==> src/rtl/nbm_pkg.sv <==
package nbm_pkg;

  // Strobes from the decision logic to the counter datapath.
  typedef struct packed {
    logic incUp;     // count one speed-up pulse
    logic incDn;     // count one slow-down pulse
    logic clearAll;  // decision or window end: restart every counter
  } nbm_strobe_t;

endpackage

==> src/rtl/nbm_counter.sv <==
module nbm_counter #(
  parameter int LIMIT = 4,
  localparam int CW = $clog2(LIMIT + 1)
) (
  input  logic          clk,
  input  logic          rst_n,
  input  logic          clear,
  input  logic [1:0]    step,
  output logic [CW-1:0] count
);

  always_ff @(posedge clk) begin
    if (!rst_n)      count <= '0;
    else if (clear)  count <= '0;
    else             count <= count + CW'(step);
  end


  count_bound_chk: assert property (@(posedge clk) disable iff (!rst_n)
    int'(count) < LIMIT);

endmodule

==> src/rtl/nbm_datapath.sv <==
module nbm_datapath
  import nbm_pkg::*;
#(
  parameter int N = 4,
  parameter int M = 6,
  localparam int NW = $clog2(N + 1),
  localparam int MW = $clog2(M + 1)
) (
  input  logic        clk,
  input  logic        rst_n,
  input  nbm_strobe_t strobe,
  output logic [NW-1:0] upCnt,
  output logic [NW-1:0] dnCnt,
  output logic [MW-1:0] totCnt
);

  logic [NW-1:0] sideCnt [2];
  logic [1:0]    totStep;

  for (genvar g = 0; g < 2; g++) begin : gSide
    logic [1:0] sideStep;
    assign sideStep = {1'b0, (g == 0) ? strobe.incUp : strobe.incDn};
    nbm_counter #(.LIMIT(N)) side_i (
      .clk   (clk),
      .rst_n (rst_n),
      .clear (strobe.clearAll),
      .step  (sideStep),
      .count (sideCnt[g])
    );
  end

  assign upCnt   = sideCnt[0];
  assign dnCnt   = sideCnt[1];
  assign totStep = {1'b0, strobe.incUp} + {1'b0, strobe.incDn};

  nbm_counter #(.LIMIT(M)) window_i (
    .clk   (clk),
    .rst_n (rst_n),
    .clear (strobe.clearAll),
    .step  (totStep),
    .count (totCnt)
  );


  window_sum_chk: assert property (@(posedge clk) disable iff (!rst_n)
    int'(totCnt) == int'(upCnt) + int'(dnCnt));

endmodule

==> src/rtl/nbm_control.sv <==
module nbm_control
  import nbm_pkg::*;
#(
  parameter int N = 4,
  parameter int M = 6,
  localparam int NW = $clog2(N + 1),
  localparam int MW = $clog2(M + 1)
) (
  input  logic          clk,
  input  logic          rst_n,
  input  logic          upPulse,
  input  logic          dnPulse,
  input  logic [NW-1:0] upCnt,
  input  logic [NW-1:0] dnCnt,
  input  logic [MW-1:0] totCnt,
  output nbm_strobe_t   strobe,
  output logic          carryOut,
  output logic          borrowOut
);

  logic [MW:0] sumNext;
  logic        upHit;
  logic        dnHit;
  logic        winEnd;

  always_comb begin
    sumNext = {1'b0, totCnt} + (MW+1)'(upPulse) + (MW+1)'(dnPulse);
    upHit   = upPulse && (upCnt == NW'(N - 1));
    dnHit   = dnPulse && (dnCnt == NW'(N - 1));
    winEnd  = sumNext >= (MW+1)'(M);
    strobe.incUp    = upPulse;
    strobe.incDn    = dnPulse;
    strobe.clearAll = upHit || dnHit || winEnd;
  end

  always_ff @(posedge clk) begin
    if (!rst_n) begin
      carryOut  <= 1'b0;
      borrowOut <= 1'b0;
    end else begin
      carryOut  <= upHit && !dnHit;
      borrowOut <= dnHit && !upHit;
    end
  end


  no_dual_decision_chk: assert property (@(posedge clk) disable iff (!rst_n)
    !(carryOut && borrowOut));


  carry_cause_chk: assert property (@(posedge clk) disable iff (!rst_n)
    carryOut |-> $past(upPulse));


  borrow_cause_chk: assert property (@(posedge clk) disable iff (!rst_n)
    borrowOut |-> $past(dnPulse));


  decision_clears_chk: assert property (@(posedge clk) disable iff (!rst_n)
    (carryOut || borrowOut) |-> (totCnt == '0 && upCnt == '0 && dnCnt == '0));

endmodule

==> src/rtl/nbm_pulse_filter.sv <==
module nbm_pulse_filter
  import nbm_pkg::*;
#(
  parameter int N = 4,
  parameter int M = 6
) (
  input  logic clk,
  input  logic rst_n,
  input  logic upPulse,
  input  logic dnPulse,
  output logic carryOut,
  output logic borrowOut
);

  localparam int NW = $clog2(N + 1);
  localparam int MW = $clog2(M + 1);

  if (M <= N || N < 1) begin : gBadParams
    $error("nbm_pulse_filter: window M must exceed threshold N, and N must be at least 1");
  end

  nbm_strobe_t   strobe;
  logic [NW-1:0] upCnt;
  logic [NW-1:0] dnCnt;
  logic [MW-1:0] totCnt;

  nbm_control #(.N(N), .M(M)) ctrl_i (
    .clk       (clk),
    .rst_n     (rst_n),
    .upPulse   (upPulse),
    .dnPulse   (dnPulse),
    .upCnt     (upCnt),
    .dnCnt     (dnCnt),
    .totCnt    (totCnt),
    .strobe    (strobe),
    .carryOut  (carryOut),
    .borrowOut (borrowOut)
  );

  nbm_datapath #(.N(N), .M(M)) dp_i (
    .clk    (clk),
    .rst_n  (rst_n),
    .strobe (strobe),
    .upCnt  (upCnt),
    .dnCnt  (dnCnt),
    .totCnt (totCnt)
  );

endmodule

==> config.mk <==
export PLATFORM = sky130hd
export DESIGN_NAME = nbm_pulse_filter
export DESIGN_NICKNAME = d
export VERILOG_FILES = /design/src/rtl/nbm_pkg.sv /design/src/rtl/nbm_counter.sv /design/src/rtl/nbm_datapath.sv /design/src/rtl/nbm_control.sv /design/src/rtl/nbm_pulse_filter.sv
export SDC_FILE = /design/constraint.sdc
export NUM_CORES = 1
export LEC_CHECK = 0
export BUFFER_PORTS_ARGS = -buffer_cell sky130_fd_sc_hd__buf_2
export CORE_AREA = 3 3 40 42
export CTS_CLUSTER_DIAMETER = 30
export CTS_CLUSTER_SIZE = 28
export DETAILED_ROUTE_END_ITERATION = 8
export DIE_AREA = 0 0 43 45
export SKIP_CTS_REPAIR_TIMING = 1
export SLEW_MARGIN = 10
export SYNTH_ARGS = -nofsm -noshare
export SYNTH_HDL_FRONTEND = slang
export SYNTH_HIERARCHICAL = 1
export SYNTH_SLANG_ARGS = --single-unit
==> constraint.sdc <==
create_clock -name clk -period 3 [get_ports clk]
set_input_delay 0.6 -clock clk [delete_from_list [all_inputs] [get_ports clk]]
set_output_delay 0.6 -clock clk [all_outputs]
set_load 0.02 [all_outputs]
==> flow_results.org, run 1 <==
** Route
- The pre-antenna-repair detailed-routing pass consisted of 3 iterations.
- Total via count in the routed design :: 370
- For this run, design rule violations remaining after detail routing come to 0.
- In the final routed layout, each cell accounts on average for 8.64 microns.
- Dividing the detail-routed via count by the number of cells gives 4.35.
- For this block, the routed nets add up to 734 microns of wire.
- The detailed router finished its first iteration with 5 violations.
- Number of routed nets with antenna violations :: 0

** Timing
- Dividing the final minimum period by the clock period gives 59.1%.
- The number of pins exceeding their max-slew limit in the final report was 0.
- Peak Freq :: 564 MHz
- Setup violations remaining at the end of the flow were counted as 0.
- Clock period minus worst slack :: 1.77 ns
- Across all hold checks on the routed design, the worst slack comes to 0.504 ns.
- After routing, the total negative slack on setup checks comes to 0 ns.
- Worst clock skew :: 0.00469 ns
- Unrepaired setup endpoints after global routing :: false
- Worst setup margin :: 1.23 ns
- The count of final hold-check violations came to 0.

** Critical path
- On the critical path, the stage with the largest delay is an instance of fa_1.
- Cell chain of the critical path :: buf_2, inv_1, fa_1, inv_1, ha_1, xor2_1, nand2_1, nand3_1, nand2b_4, nor2_1
- STA classifies the critical path endpoint as a register.
- Kind of cell adding the most delay to the critical path :: adder cells
- Count of buffering cells on the critical path with inverters included :: 3
- Among the stages of the critical path, the cell type that occurs most often is inv_1.
- For the worst setup path, the data required time is 3.16 ns.
- Arrival time at the worst endpoint :: 1.93 ns
- Max Fanout on Critical Path :: 4
- Longest individual stage delay on the worst path :: 0.40 ns
- Critical path start-end classification :: in2reg
- Type of origin of the critical path :: input port

** Placement
- Total placed instance area :: 637 sq um
- Routability-driven placement finished with a final weighted congestion of 0.716.
- Buffers placed on the I/O ports in this run total 5.
- In this run, placement finished with an instance count of 81.
- After legalization and detailed placement, the total HPWL measured 610 microns.
- Worst setup slack before clock tree synthesis :: 0.939 ns

** Logic synthesis
- Synthesis warning total :: 6
- Number of different library cells in the post-synthesis netlist :: 16
- Fraction of the yosys area taken by sequential cells :: 36.4%
- Post-synthesis instance total :: 62
- Flops & latches, synth :: 11
- In this run the cell area of the synthesized design comes to 604 sq um.
- Average cell area after synthesis :: 9.75 sq um

** Finish
- Fill cells in the final layout number 126.
- Compared with the post-synthesis result, the final layout area differs by 9.73%.
- The finished layout holds 85 standard cells, fillers aside.
- The number of antenna diodes in the final layout is 0.
- Design Area, Final :: 663 sq um
- Final net count :: 84
- Core Util, Final :: 51.6%
- Leaving out fill and tap cells, the most frequent cells in the layout are inv_1, dfxtp_1, nor2_1, ha_1, buf_2.
- Share of layout cells above drive strength 1 :: 17.1%
- Leaving out fill and tap cells, the most frequent cell in the layout is inv_1.

** Die
- Die Span Y :: 45 microns
- Starting Density :: 47.0%
- After floorplanning, the core was divided into 13 placement rows.
- In this run the count of I/O pins placed on the die edge is 6.
- The total area inside the core boundary comes to 1280 sq um.
- The die is 43 microns wide.
- Die ar. :: 1940 sq um

** Clock network
- Insertion delay of the later-clocked pin in the worst-skew pair :: 0.26 ns
- Number of CTS-inserted buffers :: 3
- H-tree depth :: 1
- Sink count of the clock tree :: 11
- TritonCTS built the clock tree.
- The tree is rooted in a clkbuf_4.
- No sink is reached through more buffers than the 2 on the longest clock path.
- Reg clk slew, reported paths :: 0.06 ns

** Global routing
- Pin count of the biggest net entering global routing :: 7
- The initial antenna violation count came to 0.
- Global-route wire length before repair :: 1.37 mm
- Summed over all layers, the global routing overflow is 0.
- Vias in the first global route :: 333
- Overall routing resource usage :: 10.2%

** Pwr
- Dividing total power by cell area gives a power density of 639 nW/um^2.
- VDD sags by at most 326 uV.
- Final Total Pwr :: 0.424 mW
- Summed over all cells, the static leakage comes to 0.322 nW.

** Min path
- Min-delay worst type :: reg2reg

** Flow run
- Max_cap viols :: 0

** Outcome
- Status :: complete, no violations
tightest hold or removal path, delay by kind of cell, from the launching register on:
family / cells / cell delay [ns]
flip-flops: 1 / 0.33
XOR/XNOR: 1 / 0.07
AND/OR/NAND/NOR: 1 / 0.07
report_power, final:
part	internal, mW	leakage [nW]	switching [mW]	total, mW
registers	0.182	0.0905	0.0203	0.202
logic	0.0635	0.217	0.0626	0.126
clock network	0.0514	0.0150	0.0443	0.0957
path summary, 6_finish.rpt:
path	slack, ns	start	cells after the start	end
hold reg to reg	0.50	dp_i/gSide[1].side_i/count[2]	2	dp_i/gSide[1].side_i/count[2]
setup reg to reg	1.42	dp_i/window_i/count[0]	9	dp_i/window_i/count[2]
hold / removal	0.50	dp_i/gSide[1].side_i/count[2]	2	dp_i/gSide[1].side_i/count[2]
setup / recovery	1.23	upPulse	10	dp_i/window_i/count[2]
routing by layer:
| metal | up-vias | global-route usage (%) | part of all wire, % |
|---|---|---|---|
| met5 | - | 0 | 0 |
| met4 | 0 | 7.23 | 1.4 |
| met3 | 2 | 5.98 | 6.5 |
| met2 | 8 | 15.6 | 46 |
| met1 | 165 | 10.6 | 46 |
| li1 | 195 | - | - |
Yosys cell counts (all sizes together):
library cell | number | area, sq um
conb | 1 | 3.75
inv | 16 | 60.1
nor2 | 9 | 33.8
fa | 4 | 80.1
nand3 | 1 | 5.00
nor3b | 1 | 12.5
nand2b | 3 | 41.3
buf | 2 | 15.0
nand4b | 1 | 8.76
and3 | 1 | 6.26
dfxtp | 11 | 220
nand2 | 1 | 3.75
a31oi | 1 | 6.26
xor2 | 4 | 35.0
ha | 5 | 62.6
and4b | 1 | 10.0
cell type report:
cell class	count	area (sq um)	area share (%)
timing repair buffer	5	25.0	3.77
tap	15	18.8	2.83
sequential	11	220	33.2
inverter	16	60.1	9.06
clock buffer	4	26.3	3.96
multi-input combinational	34	313	47.2
registers in the layout (all words and copies together), names as in the netlist:
register	count
dp_i/window_i/count	3
ctrl_i/carryOut	1
dp_i/gSide.side_i/count	6
ctrl_i/borrowOut	1
logic make-up after synthesis:
| kind of cell | share of synthesized area, % |
|---|---|
| AO/OA/AOI/OAI | 1.04 |
| XOR/XNOR | 5.80 |
| adder cells (fa/ha/maj) | 23.6 |
| buffers and inverters | 12.4 |
| flip-flops | 36.4 |
| other | 0.621 |
| AND/OR/NAND/NOR | 20.1 |
Note: power is estimated with default switching activity, not from simulation.
==> run 2, diff against run 1 <==
Clock period 3 ns to 1.8 ns, I/O delays scaled along.
==> flow_results.org, run 2 (same netlist as run 1, synthesis figures left out) <==
** Global routing
- Global-route wire length before repair :: 1.51 mm (+10%)
- The largest net degree at the start of global routing was 7 (unchanged).
- The global-route total usage across every layer is 11.1% (+0.87 points).
- Number of antenna violations at the first check in global routing :: 0 (unchanged)
- Vias in the first global route :: 405 (+22%)
- Leftover overflow at the end of global routing :: 0 (unchanged)

** Timing
- The worst path needs 1.62 ns of the cycle, external delays included.
- # setup viols final :: 0 (unchanged)
- The final worst clock skew is 0.000594 ns (-0.00409 ns).
- Share of the clock period used by the worst path after layout :: 90.0%
- Peak Freq :: 618 MHz
- Unrepaired setup endpoints after global routing :: false
- The number of pins exceeding their max-slew limit in the final report came to 0 (unchanged).
- The count of final hold-check violations came to 0 (unchanged).

** Critical path
- Cell chain of the critical path :: inv_1, fa_1, inv_1, ha_1, xor2_1, nand2_1, nand3_1, nand2b_4, nor2_1
- The worst stage delay on the critical path was 0.35 ns (-0.05 ns).
- The kind of cell with the highest combined delay along the critical path is adder cells.
- Count of buffering cells on the critical path with inverters included :: 2 (-1)
- The logic depth of the worst path, buffers included is 9 (-1).
- The worst-case reg-to-reg path depth came to 9 (unchanged).
- STA classifies the critical path startpoint as a register.
- Max Fanout on Critical Path :: 3 (-1)
- Worst Path Required :: 1.96 ns (-1.20 ns)
- Critical path's most frequent cell :: inv_1
- The largest individual stage delay along the critical path comes from the cell fa_1.
- The arrival time reported for the critical path endpoint is 1.78 ns (-0.15 ns).
- STA classifies the critical path endpoint as a register.
- Critical path start-end classification :: reg2reg

** Route
- The mean number of vias per cell was 4.54 (+4.3%).
- The detailed-router iteration count before antenna repair came to 4 (+1).
- Number of routed nets with antenna violations :: 0 (unchanged)
- The initial DRC count was 8 (+3).
- The total detailed-routing wirelength is 824 microns (+12%).
- Sum of routed wire segments on met1 :: 368 microns (+8.6%)
- Length of routed met2 wiring :: 382 microns (+14%)
- Total via count in the routed design :: 395 (+6.8%)
- The average wire per standard cell came to 9.47 microns (+9.7%).
- DRC violation count after routing :: 0 (unchanged)
- Uppermost layer routed :: met4
- The met3 wire length was 60 microns (+25%).

** Pwr
- The ratio of total power to cell area is 1060 nW/um^2 (+66%).
- The total leakage power is 0.332 nW (+3.0%).
- Peak ir drop on the vdd network :: 659 uV (+100%)

** Clock network
- The clock transition at the register clock pins on the worst setup and hold paths after CTS is 0.07 ns (about the same).
- Clock Tree Root :: clkbuf_4
- The clock insertion delay at the later pin of the skew report came to 0.26 ns (about the same).
- The number of sinks driven by the clock tree is 11 (unchanged).
- H-tree depth :: 1 (unchanged)
- Longest Clk Path Bufs :: 2 (unchanged)
- Clock tree from TritonCTS :: built
- Number of CTS-inserted buffers :: 3 (unchanged)

** Finish
- The register with the most flip-flops in the final layout is dp_i/gSide.side_i/count.
- Max FFs per register :: 6 (unchanged)
- Final net count :: 86 (+2.4%)
- The share of cells above drive strength 1 came to 19.4% (+2.3 points).
- Top flop regs :: dp_i/gSide.side_i/count x6, dp_i/window_i/count x3
- Count of antenna diodes in the layout :: 0 (unchanged)
- The count of filler cells inserted in the layout is 130 (+3.2%).
- The top cell types in the final layout, fill and taps aside, are inv_1, dfxtp_1, nor2_1, ha_1, buf_2.
- Relative to the synthesized area, the layout overhead comes to 12.2%.
- Design Area, Final :: 678 sq um (+2.3%)
- Non-filler instance count after layout :: 87 (+2.4%)
- Most common library cell in the layout ignoring fill and taps :: inv_1

** Die
- The die width was 43 microns (unchanged).
- The number of top-level pins is 6 (unchanged).
- Die Span Y :: 45 microns (unchanged)
- The die area came to 1940 sq um (unchanged).
- Area of the placeable core :: 1280 sq um (unchanged)
- Number of placement rows :: 13 (unchanged)
- Starting Density :: 47.0% (unchanged)

** Placement
- Number of input and output port buffers inserted :: 5 (unchanged)
- The post-placement cell count is 83 (+2.5%).
- Total placed instance area :: 652 sq um (+2.4%)
- The final estimated routing congestion in global placement came to 0.742 (+3.6%).
- The half-perimeter wire length after placement came to 683 microns (+12%).

** Outcome
- Status :: complete, no violations

** Min path
- Hold Path Depth :: 3 (+1)
- The worst hold path belongs to the class in2reg.

** Flow run
- The number of violations of the max-capacitance limit is 0 (unchanged).
==> run 2: power breakdown <==
| part | total [mW] | internal, mW | switching, mW |
|---|---|---|---|
| sequential | 0.337 | 0.302 | 0.0346 |
| combinational | 0.218 | 0.109 | 0.108 |
| clock | 0.165 | 0.0857 | 0.0793 |
| total | 0.720 | 0.497 | 0.222 |
==> run 2: layout make-up <==
| type | count | area, sq um | area share (%) |
|---|---|---|---|
| clock buffer | 4 | 26.3 | 3.87 |
| timing repair buffer | 7 | 40.0 | 5.90 |
| inverter | 16 | 60.1 | 8.86 |
| sequential | 11 | 220 | 32.5 |
| multi-input combinational | 34 | 313 | 46.1 |
| tap | 15 | 18.8 | 2.77 |
==> run 2: layer usage <==
metal	track usage, %	vias up
li1	-	199
met1	11.7	186
met2	18.3	8
met3	7.17	2
met4	3.61	0
met5	0	-
==> run 2: per-stage QoR <==
step | TNS, ns | utilization [%] | hold slack, ns | setup slack, ns | power [mW]
floorplan | 0 | - | 0.467 | 0.205 | 0.513
global placement | 0 | 50.7 | 0.484 | 0.00966 | 0.551
detailed placement | -0.293 | 50.7 | 0.487 | -0.0425 | 0.564
CTS | 0 | 52.8 | 0.406 | 0.154 | 0.735
global route | 0 | 52.8 | 0.414 | 0.0708 | 0.789
finish | 0 | 52.8 | 0.416 | 0.181 | 0.720
==> run 2: final timing paths <==
kind | startpoint | endpoint | slack, ns
worst min-delay path | rst_n | dp_i/gSide[0].side_i/count[0] | 0.42
worst max-delay path | dp_i/window_i/count[0] | dp_i/window_i/count[2] | 0.18
worst min register to register | dp_i/gSide[1].side_i/count[2] | dp_i/gSide[1].side_i/count[2] | 0.50
worst max register to register | dp_i/window_i/count[0] | dp_i/window_i/count[2] | 0.18
==> run 2: tightest hold or removal path, cell delays in order <==
cell and delay, ns:
buf_2 0.15, nand2b_4 0.09, nor2_1 0.04
==> run 3, diff against run 2 <==
Settings changed: RECOVER_POWER set to 100.
==> flow_results.org, run 3 (same netlist as run 1, synthesis figures left out) <==
** Flow run
- Max_cap viols :: 0 (unchanged)

** Timing
- The number of pins exceeding their max-slew limit in the final report came to 0 (unchanged).
- Share of the clock period used by the worst path after layout :: 89.9% (about the same)
- The count of final hold-check violations is 0 (unchanged).
- The final count of negative-setup-slack endpoints was 0 (unchanged).
- Unrepaired setup endpoints after global routing :: false
- Worst clock skew :: 0.000426 ns (-0.000167 ns)
- Clock period minus worst slack :: 1.62 ns (-0.000593 ns)
- Peak Freq :: 618 MHz (about the same)

** Finish
- Non-filler instance count after layout :: 87 (unchanged)
- Largest register by flop count :: dp_i/gSide.side_i/count
- Area growth from synthesis to layout :: 11.0%
- Most common library cell in the layout ignoring fill and taps :: inv_1
- Count of antenna diodes in the layout :: 0 (unchanged)
- Core Util, Final :: 52.2% (-0.58 points)
- Share of layout cells above drive strength 1 :: 15.3% (-4.2 points)
- In the layout the commonest cells are inv_1, dfxtp_1, nor2_1, ha_1.
- The number of flip-flops under the largest register name was 6 (unchanged).
- Final net count :: 86 (unchanged)
- In the final layout, the registers with the most flip-flops are dp_i/gSide.side_i/count x6, dp_i/window_i/count x3.

** Placement
- Hpwl dp :: 683 microns (unchanged)
- The post-placement cell count came to 83 (unchanged).
- Number of input and output port buffers inserted :: 5 (unchanged)
- The final estimated routing congestion in global placement was 0.742 (unchanged).

** Clock network
- The maximum level of the CTS H-tree came to 1 (unchanged).
- Number of CTS-inserted buffers :: 3 (unchanged)
- Reg clk slew, reported paths :: 0.07 ns (about the same)
- TritonCTS built the clock tree.
- Insertion delay of the later-clocked pin in the worst-skew pair :: 0.26 ns (about the same)
- In this run the clock root is driven by a clkbuf_4.
- The number of sinks driven by the clock tree was 11 (unchanged).
- Longest Clk Path Bufs :: 2 (unchanged)

** Die
- # IOs :: 6 (unchanged)
- DIE WIDTH :: 43 microns (unchanged)
- The core outline area is 1280 sq um (unchanged).
- The die outline height was 45 microns (unchanged).
- Starting Density :: 47.0% (unchanged)
- Number of placement rows :: 13 (unchanged)
- Die ar. :: 1940 sq um (unchanged)

** Global routing
- Vias in the first global route :: 405 (unchanged)
- Leftover overflow at the end of global routing :: 0 (unchanged)
- The global-route total usage across every layer was 11.1% (unchanged).
- The largest net degree at the start of global routing was 7 (unchanged).
- The initial antenna violation count is 0 (unchanged).
- Global-route wire length before repair :: 1.51 mm (unchanged)

** Critical path
- The worst setup path is of the reg2reg kind.
- STA classifies the critical path endpoint as a register.
- Max Fanout on Critical Path :: 3 (unchanged)
- The arrival time reported for the critical path endpoint is 1.78 ns (about the same).
- The required time at the endpoint of the critical path was 1.96 ns (about the same).
- STA classifies the critical path startpoint as a register.

** Route
- Total via count in the routed design :: 394 (-0.25%)
- The detailed-router iteration count before antenna repair was 4 (unchanged).
- The total detailed-routing wirelength is 828 microns (+0.49%).
- Number of DRC markers after the initial detailed-route iteration :: 8 (unchanged)
- The mean number of vias per cell came to 4.53 (-0.25%).
- The DRC violation count after routing is 0 (unchanged).
- Wirelength per Cell :: 9.52 microns (+0.49%)
- Number of routed nets with antenna violations :: 0 (unchanged)

** Pwr
- The sequential power share was 46.9% (about the same).
- Net Sw Frac :: 30.9% (about the same)
- Cell internal power dissipation :: 0.497 mW (-0.15%)
- Cell Pwr Density :: 1070 nW/um^2 (+0.94%)
- The proportion of power drawn by the clock network is 22.9% (about the same).
- Net switching power figure :: 0.222 mW (-0.24%)
- Static leakage :: 0.322 nW (-3.1%)
- The worst voltage drop across the vdd grid is 658 uV (-0.12%).
- Final Total Pwr :: 0.718 mW (-0.17%)
- The proportion of power drawn by combinational gates is 30.1% (about the same).

** Outcome
- Status :: complete, no violations

** Min path
- Min-delay worst type :: in2reg
run 3: cell count changes in the layout (fill, tap and decap cells not counted), sizes merged:
cell	change
buf	-2
clkbuf	+2
run 3: power groups by stage:
stage	logic [mW]	clock network, mW	registers [mW]
3_5_place_dp	0.221	0	0.342
5_1_grt	0.260	0.185	0.343
3_3_place_gp	0.211	0	0.341
2_1_floorplan	0.178	0	0.335
6_report	0.217	0.165	0.337
4_1_cts	0.223	0.175	0.337
run 3: area by class of cell:
cell class	instances	area, sq um
timing repair buffer	7	37.5
clock buffer	4	26.3
multi-input combinational	34	308
fill	132	614
tap	15	18.8
inverter	16	60.1
sequential	11	220
run 3: worst paths after layout:
check	slack, ns	endpoint	cells past startpoint	from
worst max register to register	0.18	dp_i/window_i/count[2]	9	dp_i/window_i/count[0]
worst min-delay path	0.42	dp_i/gSide[0].side_i/count[0]	3	rst_n
worst min register to register	0.50	dp_i/gSide[1].side_i/count[2]	2	dp_i/gSide[1].side_i/count[2]
worst max-delay path	0.18	dp_i/window_i/count[2]	9	dp_i/window_i/count[0]
run 3: layer usage:
metal / GRT usage (%) / vias up / routed length (microns)
li1: - / 198 / -
met1: 11.7 / 186 / 367
met2: 18.3 / 8 / 385
met3: 7.17 / 2 / 62
met4: 3.61 / 0 / 13
met5: 0 / - / 0
run 3: stage by stage:
step	hold WS [ns]	worst slack, ns	setup TNS, ns	cell area [sq um]
after floorplan	0.467	0.205	0	608
after global placement	0.484	0.00966	0	652
after detailed placement	0.487	-0.0425	-0.293	652
after CTS	0.406	0.154	0	678
after global routing	0.414	0.0713	0	671
final	0.417	0.181	0	671
run 3: worst max-delay path, cell delays in order (launching register included):
cell and delay, ns:
dfxtp_1 0.33, inv_1 0.05, fa_1 0.35, inv_1 0.10
ha_1 0.17, xor2_1 0.14, nand2_1 0.07, nand3_1 0.12
nand2b_4 0.15, nor2_1 0.04
